$ cat config.mk
export PLATFORM = sky130hd
export DESIGN_NAME = tsp_sched
export DESIGN_NICKNAME = d
export VERILOG_FILES = /design/src/rtl/tsp_pkg.sv /design/src/rtl/tsp_rep_timer.sv /design/src/rtl/tsp_arbiter.sv /design/src/rtl/tsp_emitter.sv /design/src/rtl/tsp_sched.sv
export SDC_FILE = /design/constraint.sdc
export NUM_CORES = 1
export LEC_CHECK = 0
export BUFFER_PORTS_ARGS = -buffer_cell sky130_fd_sc_hd__buf_2
export CORE_ASPECT_RATIO = 1.25
export CORE_UTILIZATION = 38
export CTS_CLUSTER_DIAMETER = 50
export DETAILED_ROUTE_END_ITERATION = 6
export MAX_ROUTING_LAYER = met4
export SLEW_MARGIN = 40
export SYNTH_ARGS = -nofsm -noshare
export SYNTH_HDL_FRONTEND = slang
export SYNTH_SLANG_ARGS = --single-unit
export TNS_END_PERCENT = 10
$ cat constraint.sdc
create_clock -name clk -period 4.1 [get_ports clk]
set_clock_uncertainty 0.05 [all_clocks]
set_input_delay 0 -clock clk [delete_from_list [all_inputs] [get_ports clk]]
set_output_delay 0 -clock clk [all_outputs]
set_load 0.01 [all_outputs]
$ cat src/rtl/tsp_pkg.sv
package tsp_pkg;
  localparam int PKT_BYTES = 188;
  localparam int HDR_BYTES = 4;
  localparam int N_TIMED   = 4;
  localparam int IDX_W     = 8;

  localparam logic [7:0]  SYNC_BYTE  = 8'h47;
  localparam logic [7:0]  FLAGS_BYTE = 8'h10;
  localparam logic [7:0]  FILL_BYTE  = 8'hFF;
  localparam logic [12:0] PID_PAT    = 13'h0000;
  localparam logic [12:0] PID_NULL   = 13'h1FFF;
endpackage

$ cat src/rtl/tsp_rep_timer.sv
module tsp_rep_timer #(
  parameter int unsigned PERIOD = 1000,
  parameter int          CW     = 32
) (
  input  logic clk,
  input  logic rst_n,
  input  logic clr,
  output logic due
);
  logic [CW-1:0] cnt;
  logic          fire;

  assign fire = (cnt == CW'(PERIOD - 1));

  always_ff @(posedge clk) begin
    if (!rst_n) begin
      cnt <= '0;
      due <= 1'b0;
    end else begin
      cnt <= fire ? '0 : cnt + 1'b1;
      if (fire)     due <= 1'b1;
      else if (clr) due <= 1'b0;
    end
  end

  // pending stays until served
  p_due_held_r4: assert property (@(posedge clk) disable iff (!rst_n)
    due && !clr |=> due);
endmodule

$ cat src/rtl/tsp_arbiter.sv
module tsp_arbiter #(
  parameter int          NP            = 2,
  parameter logic [12:0] PROG_PID_BASE = 13'h0100,
  parameter logic [12:0] PMT_PID       = 13'h0020,
  parameter logic [12:0] SIT_PID       = 13'h001F,
  parameter logic [12:0] PCR_PID       = 13'h0030,
  localparam int         NS            = NP + 5
) (
  input  logic [NS-1:0] req,
  output logic [NS-1:0] pick,
  output logic [12:0]   pick_pid
);
  import tsp_pkg::*;

  function automatic logic [12:0] pid_of(input int i);
    if (i < NP)           return PROG_PID_BASE + 13'(i);
    else if (i == NP)     return PID_PAT;
    else if (i == NP + 1) return PMT_PID;
    else if (i == NP + 2) return SIT_PID;
    else if (i == NP + 3) return PCR_PID;
    else                  return PID_NULL;
  endfunction

  // lowest set bit wins: programs, then timed kinds in order, then null
  assign pick = req & (~req + 1'b1);

  always_comb begin
    pick_pid = '0;
    for (int i = 0; i < NS; i++)
      if (pick[i]) pick_pid = pick_pid | pid_of(i);
  end
endmodule

$ cat src/rtl/tsp_emitter.sv
module tsp_emitter #(
  parameter int NS = 7
) (
  input  logic          clk,
  input  logic          rst_n,
  input  logic          start,
  input  logic [12:0]   start_pid,
  input  logic          start_null,
  input  logic [NS-1:0] start_grant,
  input  logic          out_ready,
  output logic [7:0]    out_data,
  output logic          out_valid,
  output logic          out_last,
  output logic          trig,
  output logic          busy,
  output logic [12:0]   pid,
  output logic [NS-1:0] grant,
  input  logic [7:0]    pay_data,
  output logic          pay_take
);
  import tsp_pkg::*;

  localparam logic [IDX_W-1:0] LAST_IDX = IDX_W'(PKT_BYTES - 1);
  localparam logic [IDX_W-1:0] PAY_IDX  = IDX_W'(HDR_BYTES);

  logic [IDX_W-1:0] idx;
  logic             null_q;

  always_ff @(posedge clk) begin
    if (!rst_n) begin
      busy   <= 1'b0;
      trig   <= 1'b0;
      idx    <= '0;
      pid    <= '0;
      null_q <= 1'b0;
      grant  <= '0;
    end else begin
      trig <= 1'b0;
      if (start && !busy) begin
        busy   <= 1'b1;
        trig   <= 1'b1;
        idx    <= '0;
        pid    <= start_pid;
        null_q <= start_null;
        grant  <= start_grant;
      end else if (busy && out_ready) begin
        if (idx == LAST_IDX) begin
          busy  <= 1'b0;
          grant <= '0;
        end else begin
          idx <= idx + 1'b1;
        end
      end
    end
  end

  assign out_valid = busy;
  assign out_last  = busy && (idx == LAST_IDX);
  assign pay_take  = busy && out_ready && !null_q && (idx >= PAY_IDX);

  always_comb begin
    case (idx)
      IDX_W'(0): out_data = SYNC_BYTE;
      IDX_W'(1): out_data = {3'b000, pid[12:8]};
      IDX_W'(2): out_data = pid[7:0];
      IDX_W'(3): out_data = FLAGS_BYTE;
      default:   out_data = null_q ? FILL_BYTE : pay_data;
    endcase
  end

  p_last_drop_r8: assert property (@(posedge clk) disable iff (!rst_n)
    out_last && out_ready |=> !busy);
  p_grant_hold_r8: assert property (@(posedge clk) disable iff (!rst_n)
    busy && !trig |-> $stable(grant) && $stable(pid));
  p_stall_hold_r9: assert property (@(posedge clk) disable iff (!rst_n)
    busy && !out_ready |=> busy && $stable(idx));
endmodule

$ cat src/rtl/tsp_sched.sv
module tsp_sched
  import tsp_pkg::*;
#(
  parameter int          NUM_PROG      = 2,
  parameter int          SLOT_CYC      = 1024,
  parameter int          NULL_GAP      = 4,
  parameter int          TMR_W         = 32,
  parameter int unsigned PAT_PERIOD    = 10_000_000,
  parameter int unsigned PMT_PERIOD    = 10_000_000,
  parameter int unsigned SIT_PERIOD    = 100_000_000,
  parameter int unsigned PCR_PERIOD    = 4_000_000,
  parameter logic [12:0] PROG_PID_BASE = 13'h0100,
  parameter logic [12:0] PMT_PID       = 13'h0020,
  parameter logic [12:0] SIT_PID       = 13'h001F,
  parameter logic [12:0] PCR_PID       = 13'h0030,
  localparam int         NS            = NUM_PROG + N_TIMED + 1
) (
  input  logic                clk,
  input  logic                rst_n,
  input  logic [NUM_PROG-1:0] prog_rdy,
  output logic [7:0]          out_data,
  output logic                out_valid,
  input  logic                out_ready,
  output logic                out_last,
  output logic                pkt_trig,
  output logic                pkt_busy,
  output logic [12:0]         pkt_pid,
  output logic [NS-1:0]       src_grant,
  input  logic [7:0]          pay_data,
  output logic                pay_take
);
  localparam int NULL_IX = NS - 1;
  localparam int SW      = $clog2(SLOT_CYC);
  localparam int GW      = $clog2(NULL_GAP + 1);

  logic [SW-1:0]      slot_cnt;
  logic               tick;
  logic [GW-1:0]      gap_cnt;
  logic               null_ok;
  logic [N_TIMED-1:0] due;
  logic [N_TIMED-1:0] clr;
  logic [NS-1:0]      req;
  logic [NS-1:0]      pick;
  logic [12:0]        pick_pid;
  logic               select;
  logic               start;

  assign tick    = (slot_cnt == SW'(SLOT_CYC - 1));
  assign null_ok = (gap_cnt >= GW'(NULL_GAP - 1));
  assign req     = {null_ok, due, prog_rdy};
  assign select  = tick && !pkt_busy;
  assign start   = select && (|pick);

  always_ff @(posedge clk) begin
    if (!rst_n) begin
      slot_cnt <= '0;
      gap_cnt  <= '0;
    end else begin
      slot_cnt <= tick ? '0 : slot_cnt + 1'b1;
      if (tick) begin
        if (select && pick[NULL_IX])          gap_cnt <= '0;
        else if (gap_cnt < GW'(NULL_GAP - 1)) gap_cnt <= gap_cnt + 1'b1;
      end
    end
  end

  for (genvar k = 0; k < N_TIMED; k++) begin : g_tmr
    localparam int unsigned PER = (k == 0) ? PAT_PERIOD :
                                  (k == 1) ? PMT_PERIOD :
                                  (k == 2) ? SIT_PERIOD : PCR_PERIOD;
    assign clr[k] = select && pick[NUM_PROG + k];
    tsp_rep_timer #(.PERIOD(PER), .CW(TMR_W)) i_tmr (
      .clk(clk), .rst_n(rst_n), .clr(clr[k]), .due(due[k]));
  end

  tsp_arbiter #(
    .NP(NUM_PROG), .PROG_PID_BASE(PROG_PID_BASE),
    .PMT_PID(PMT_PID), .SIT_PID(SIT_PID), .PCR_PID(PCR_PID)
  ) i_arb (
    .req(req), .pick(pick), .pick_pid(pick_pid));

  tsp_emitter #(.NS(NS)) i_emit (
    .clk(clk), .rst_n(rst_n), .start(start), .start_pid(pick_pid),
    .start_null(pick[NULL_IX]), .start_grant(pick), .out_ready(out_ready),
    .out_data(out_data), .out_valid(out_valid), .out_last(out_last),
    .trig(pkt_trig), .busy(pkt_busy), .pid(pkt_pid), .grant(src_grant),
    .pay_data(pay_data), .pay_take(pay_take));

  p_no_start_busy_r10: assert property (@(posedge clk) disable iff (!rst_n)
    pkt_busy |-> !start);
  p_prog_first_r2: assert property (@(posedge clk) disable iff (!rst_n)
    start && (|prog_rdy) |-> |pick[NUM_PROG-1:0]);
  p_pat_before_pmt_r3: assert property (@(posedge clk) disable iff (!rst_n)
    start && pick[NUM_PROG+1] |-> !due[0]);
  p_null_idle_r5: assert property (@(posedge clk) disable iff (!rst_n)
    start && pick[NULL_IX] |-> (prog_rdy == '0) && (due == '0));
  p_trig_on_slot_r11: assert property (@(posedge clk) disable iff (!rst_n)
    pkt_trig |-> $past(tick));
endmodule

# Word-level counts from Yosys, hierarchy flattened
# Index checks and enable logic that the tools add are counted.
dict set report totals {
  register_bits 176
  input_bits 13
  out_inout_bits 33
  word_cells 110
}
dict set report classes {
  addsub 8
  order_cmp 3
  n_eq_ne 9
  n_mux 32
  bitwise_logic 10
  n_reduce_logical 32
}
# operator n
set op_table {}
lappend op_table {{$mux 13} 12}
lappend op_table {{$add 32x1->32 const B} 4}
lappend op_table {{$or 13x13->13} 6}
lappend op_table {{$eq 32x24->1 const B} 2}
lappend op_table {{$eq 32x22->1 const B} 1}
lappend op_table {{$eq 32x27->1 const B} 1}
lappend op_table {{$pmux 8 s4} 1}
lappend op_table {{$mux 7} 3}
lappend op_table {{$eq 8x2->1 const B} 2}
lappend op_table {{$reduce_bool 2->1} 7}
lappend op_table {{$logic_and 1x1->1} 12}
lappend op_table {{$mux 1} 12}
lappend op_table {{$reduce_or 2->1} 6}
lappend op_table {{$add 10x1->10 const B} 1}
lappend op_table {{$eq 10x10->1 const B} 1}
lappend op_table {{$mux 9} 1}
lappend op_table {{$add 8x1->8 const B} 1}
lappend op_table {{$eq 8x1->1 const B} 1}
lappend op_table {{$eq 8x8->1 const B} 1}
lappend op_table {{$ge 8x3->1 const B} 1}
lappend op_table {{$logic_not 8->1} 1}
lappend op_table {{$mux 8} 1}
lappend op_table {{$add 7x1->7 const B} 1}
lappend op_table {{$and 7x7->7} 1}
lappend op_table {{other kinds (9)} 14}

# Longest topological paths before layout
dict set report logic_depth {
  ltp_word 17
  depth_mapped 8
  mapped_depth_nobuf 7
}

# Cells and area by module
# Synthesis repeated with hierarchy kept, for this count alone.
dict set report hier_totals {
  cells_unflattened 1019
  hier_area_um2 8717.1
}
# module n_inst cells_each area_per_inst_um2 seq_area_each_um2
set modules_own_cells {}
lappend modules_own_cells {{tsp_rep_timer (g_tmr[0].i_tmr ...)} 2 186 1571.5 660.6}
lappend modules_own_cells {{tsp_rep_timer (g_tmr[3].i_tmr)} 1 206 1674.1 660.6}
lappend modules_own_cells {{tsp_rep_timer (g_tmr[2].i_tmr)} 1 200 1639.1 660.6}
lappend modules_own_cells {tsp_emitter 1 138 1387.6 620.6}
lappend modules_own_cells {tsp_sched 1 75 675.6 260.2}
lappend modules_own_cells {tsp_arbiter 1 28 197.7 0.0}

# Least setup slack after synthesis
# No wires, ideal clock.
dict set report synth_timing {
  path_kind {register to register}
  start {register gap_cnt[0]}
  end {register i_emit.grant[0]}
  setup_ns 0.060
  arrival_ns 2.148
  t_required_ns 3.990
  path_slack_ns 1.842
  path_stages_with_launch 8
  n_path_buf 0
  synth_period_minus_slack_ns 2.258
  path_cell_list {dfxtp_1 -> ha_1 -> ha_1 -> a2111oi_0 -> nor3b_2 -> inv_1 -> a21oi_1 -> a22o_1}
}
dict set report synth_between {
  elab_chain_cells 9
  elab_cells_between_ends 11
  cone_classes {1 x add/sub; 1 x order compare; 1 x mux; 2 x bitwise; 6 x reduce/logical}
}
# element line
set synth_rtl {}
lappend synth_rtl {{start, declared} tsp_sched.sv:38} ;# logic [GW-1:0] gap_cnt;
lappend synth_rtl {{start signal, assigned} tsp_sched.sv:62} ;# else if (gap_cnt < GW'(NULL_GAP - 1)) gap_cnt <= gap_cnt + 1'b1;
lappend synth_rtl {{$ge 3x2->1 (*)} tsp_sched.sv:49} ;# assign null_ok = (gap_cnt >= GW'(NULL_GAP - 1));
lappend synth_rtl {{$not 7->7} tsp_arbiter.sv:25} ;# assign pick = req & (~req + 1'b1);
lappend synth_rtl {{$add 7x1->7} tsp_arbiter.sv:25}
lappend synth_rtl {{$and 7x7->7 (*)} tsp_arbiter.sv:25}
lappend synth_rtl {{$reduce_or 7->1 (*)} tsp_sched.sv:52} ;# assign start = select && (|pick);
lappend synth_rtl {{$logic_and 1x1->1 (*)} tsp_sched.sv:52}
lappend synth_rtl {{$logic_and 1x1->1 (*)} tsp_emitter.sv:39} ;# if (start && !busy) begin
lappend synth_rtl {{$reduce_bool 2->1 (no source line)} -}
lappend synth_rtl {{$reduce_and 2->1 (no source line)} -}
lappend synth_rtl {{end signal, assigned} tsp_emitter.sv:45} ;# grant <= start_grant;
lappend synth_rtl {{end, declared} tsp_emitter.sv:17} ;# output logic [NS-1:0] grant,
# Every way passes the cells marked *; elsewhere a longest branch is shown, timed or not.
# A chain may end at the register's enable or synchronous reset.

# Final worst setup path
dict set report layout_timing {
  start {register gap_cnt[0]}
  end {register i_emit.grant[3]}
}
# Same word-level chain as after synthesis.

==> run summary <==
Initial Util = 38.9%
Fillers = 1989
Clock tree from TritonCTS = built
Register area share after synthesis = 42.7%
Gate count after technology mapping = 929
CP arrival = 2.93 ns
Worst-Margin Slew = 0.681 ns
Cts hold-fix bufs = 3
Reg area = 3360 µm²
Port bufs = 45
Final instance area = 8920 µm²
Global-route wire length before repair = 28.2 mm
Asr flop ratio synth = 0%
P per Cell Area = 381 nW/µm²
Worst r2r dst = i_emit.grant[3]$_SDFFE_PN0P_
Layout area overhead = 13.2%
Fin crit period = 2.61 ns
Reg2Reg Depth = 7
Number of buffers created by CTS = 17
Hold Vio Cnt, Final = 0
Initial antenna violation count = 0
RSZ-0062 raised after global routing = no
Syn. warnings = 0
Clock sink total = 168
Final period util = 63.8%
Vias in the first global route = 6022
Setup crit end kind = flop
Overflow after GRT = 0
Hold Path Cell Cnt = 4
Vert. Die Dim = 163 µm
Syn_area_per_cell = 8.49 µm²
PostCTS Resize Cnt = 0
DRT iter0 DRCs = 321
Syn Nets = 953
Final antenna-violating net count = 0
WL/cell = 13.4 µm
Reg2reg start = gap_cnt[0]$_SDFFE_PN0P_
Placer Congestion = 0.782
Ant diodes = 0
Placed cell area = 8260 µm²
Fmax = 383 MHz
Core ar. = 20200 µm²
Largest net degree at the start of global routing = 30
Layout cells sized above 1 = 10.4%
Main synth FF type = dfxtp_1
Rel. slew slack = 54.2%
Worst min-delay path endpoint = i_emit.grant[6]$_SDFFE_PN0P_
Critical path class = flop to flop
Final setup viols = 0
Vias = 6384
Total of max-cap violations = 0
Max VDD drop = 0.277 mV
Vias/cell = 5.16
DP HPWL = 11.5 mm
# IOs = 46
Die W = 131 µm
Max clock buf depth = 2
First element of the critical path = gap_cnt[0]$_SDFFE_PN0P_
Setup bufs post-CTS = 0
Worst-skew pair later-pin latency = 0.43 ns
DRC = 0
WL final = 16.5 mm
Clock root buffer = clkbuf_16
Multi-input gate area = 4240 µm²
TNS Setup = 0 ns
R2R Setup Slk = 1.49 ns
Mapped cell area = 7890 µm²
H-Tree Depth = 4
Startpoint types = flop
Clk slew on worst S/H paths = 0.07 ns
Hold crit path type = primary input to flop
FP Rows = 58
Min-delay src = out_ready
DIE AREA = 21300 µm²
Max-slew violations = 0
Status = completed
Yosys cell types = 62
Net count, final = 978
Req. time, crit path = 4.41 ns
Number of flops mapped to enable cells by yosys = 0
GRT Util Overall = 16.9%
Crit path max fanout = 6
Pleak = 3.12 nW
FF+latch count, synth = 168
First-pass DRT Iterations = 4
## metal layers
metal	GRT usage, %	wire (µm)
met1	19.9	7850
met2	28.2	8200
met3	3.34	294
met4	6.06	190
met5	-	0
## registers in the layout, summed over array words and instances (netlist names)
signal	flops
i_emit.idx	8
i_emit.busy	1
gap_cnt	3
i_emit.trig	1
i_emit.pid	6
g_tmr.i_tmr.due	4
i_emit.grant	7
g_tmr.i_tmr.cnt	128
slot_cnt	10
## report_power, final
group | total (mW) | switching [mW] | internal [mW]
registers | 1.66 | 0.0162 | 1.64
clock network | 1.67 | 0.726 | 0.946
logic | 0.0719 | 0.0470 | 0.0249
## metrics by stage
| step | cells | total power [mW] | util [%] | setup WS [ns] | hold WS [ns] |
|---|---|---|---|---|---|
| after detailed placement | 1202 | 1.77 | 40.8 | 1.38 | 0.248 |
| after CTS | 1237 | 3.45 | 44.0 | 1.34 | 0.00643 |
| after floorplan | 929 | 1.75 | - | 1.84 | 0.0797 |
| after global routing | 1237 | 3.52 | 44.1 | 1.23 | 0.0632 |
| after global placement | 1202 | 1.77 | 40.7 | 1.45 | 0.237 |
| final | 1237 | 3.40 | 44.1 | 1.49 | 0.0270 |
## kinds of logic (layout without fill, tap and decap cells)
| group | after synthesis | in the layout | synth area share (%) |
|---|---|---|---|
| adder cells (fa/ha/maj) | 11 | 11 | 1.75 |
| buffers and inverters | 63 | 101 | 3.87 |
| AND/OR/NAND/NOR | 472 | 472 | 30.8 |
| flip-flops | 168 | 168 | 42.7 |
| XOR/XNOR | 115 | 115 | 12.8 |
| multiplexers | 1 | 1 | 0.127 |
| AO/OA/AOI/OAI | 99 | 99 | 8.03 |
## how the worst max path moves through the flow
stage                                   endpoint  slack, ns  cells past startpoint
CTS                 i_emit.grant[3]$_SDFFE_PN0P_       1.34                      7
floorplan           i_emit.grant[0]$_SDFFE_PN0P_       1.84                      7
detailed placement  i_emit.grant[3]$_SDFFE_PN0P_       1.38                      7
global placement    i_emit.grant[0]$_SDFFE_PN0P_       1.45                      7
finish              i_emit.grant[3]$_SDFFE_PN0P_       1.49                      7
global route        i_emit.grant[2]$_SDFFE_PN0P_       1.23                      7
## final cells by class
cell class	count	area share (%)
inverters	19	0.953
well taps	270	3.79
repair buffers	50	3.03
flip-flops and latches	168	37.7
clock inverters	14	2.07
clock buffers	18	4.92
multi-input cells	698	47.6
## cell usage in the layout, fill, tap and decap left out, drive strengths merged, types with 11 or more instances in the layout
cell,count
nand2,63
and3,19
nor3,19
nand3,65
xor2,68
nor2,158
o21ai,28
or3,14
dfxtp,168
xnor2,47
buf,47
a21oi,33
inv,25
and4,14
nand4,54
and2,13
ha,11
nor4,25
clkbuf,18
## cell usage after synthesis (all sizes together) (4+ instances only)
cell / n / area, µm²
a21oi: 33 / 165
a22o: 5 / 43.8
and2: 13 / 81.3
and3: 19 / 119
and4: 14 / 124
buf: 21 / 134
clkbuf: 23 / 86.3
dfxtp: 168 / 3360
ha: 11 / 138
inv: 18 / 67.6
nand2: 63 / 236
nand2b: 4 / 25.0
nand3: 65 / 325
nand4: 54 / 350
nor2: 158 / 593
nor3: 19 / 95.1
nor4: 25 / 184
nor4b: 9 / 78.8
o21ai: 28 / 144
o2bb2ai: 5 / 43.8
or3: 14 / 87.6
or4: 4 / 33.8
xnor2: 47 / 412
xor2: 68 / 596
## critical path: stages (launching register included)
cell and delay (ns):
dfxtp_1 0.36, ha_1 0.22, ha_1 0.20, a2111oi_1 0.60, nor3b_2 0.42, inv_1 0.10, a21oi_1 0.41, a22o_1 0.20
No activity file was read; power rests on OpenSTA's default activity.
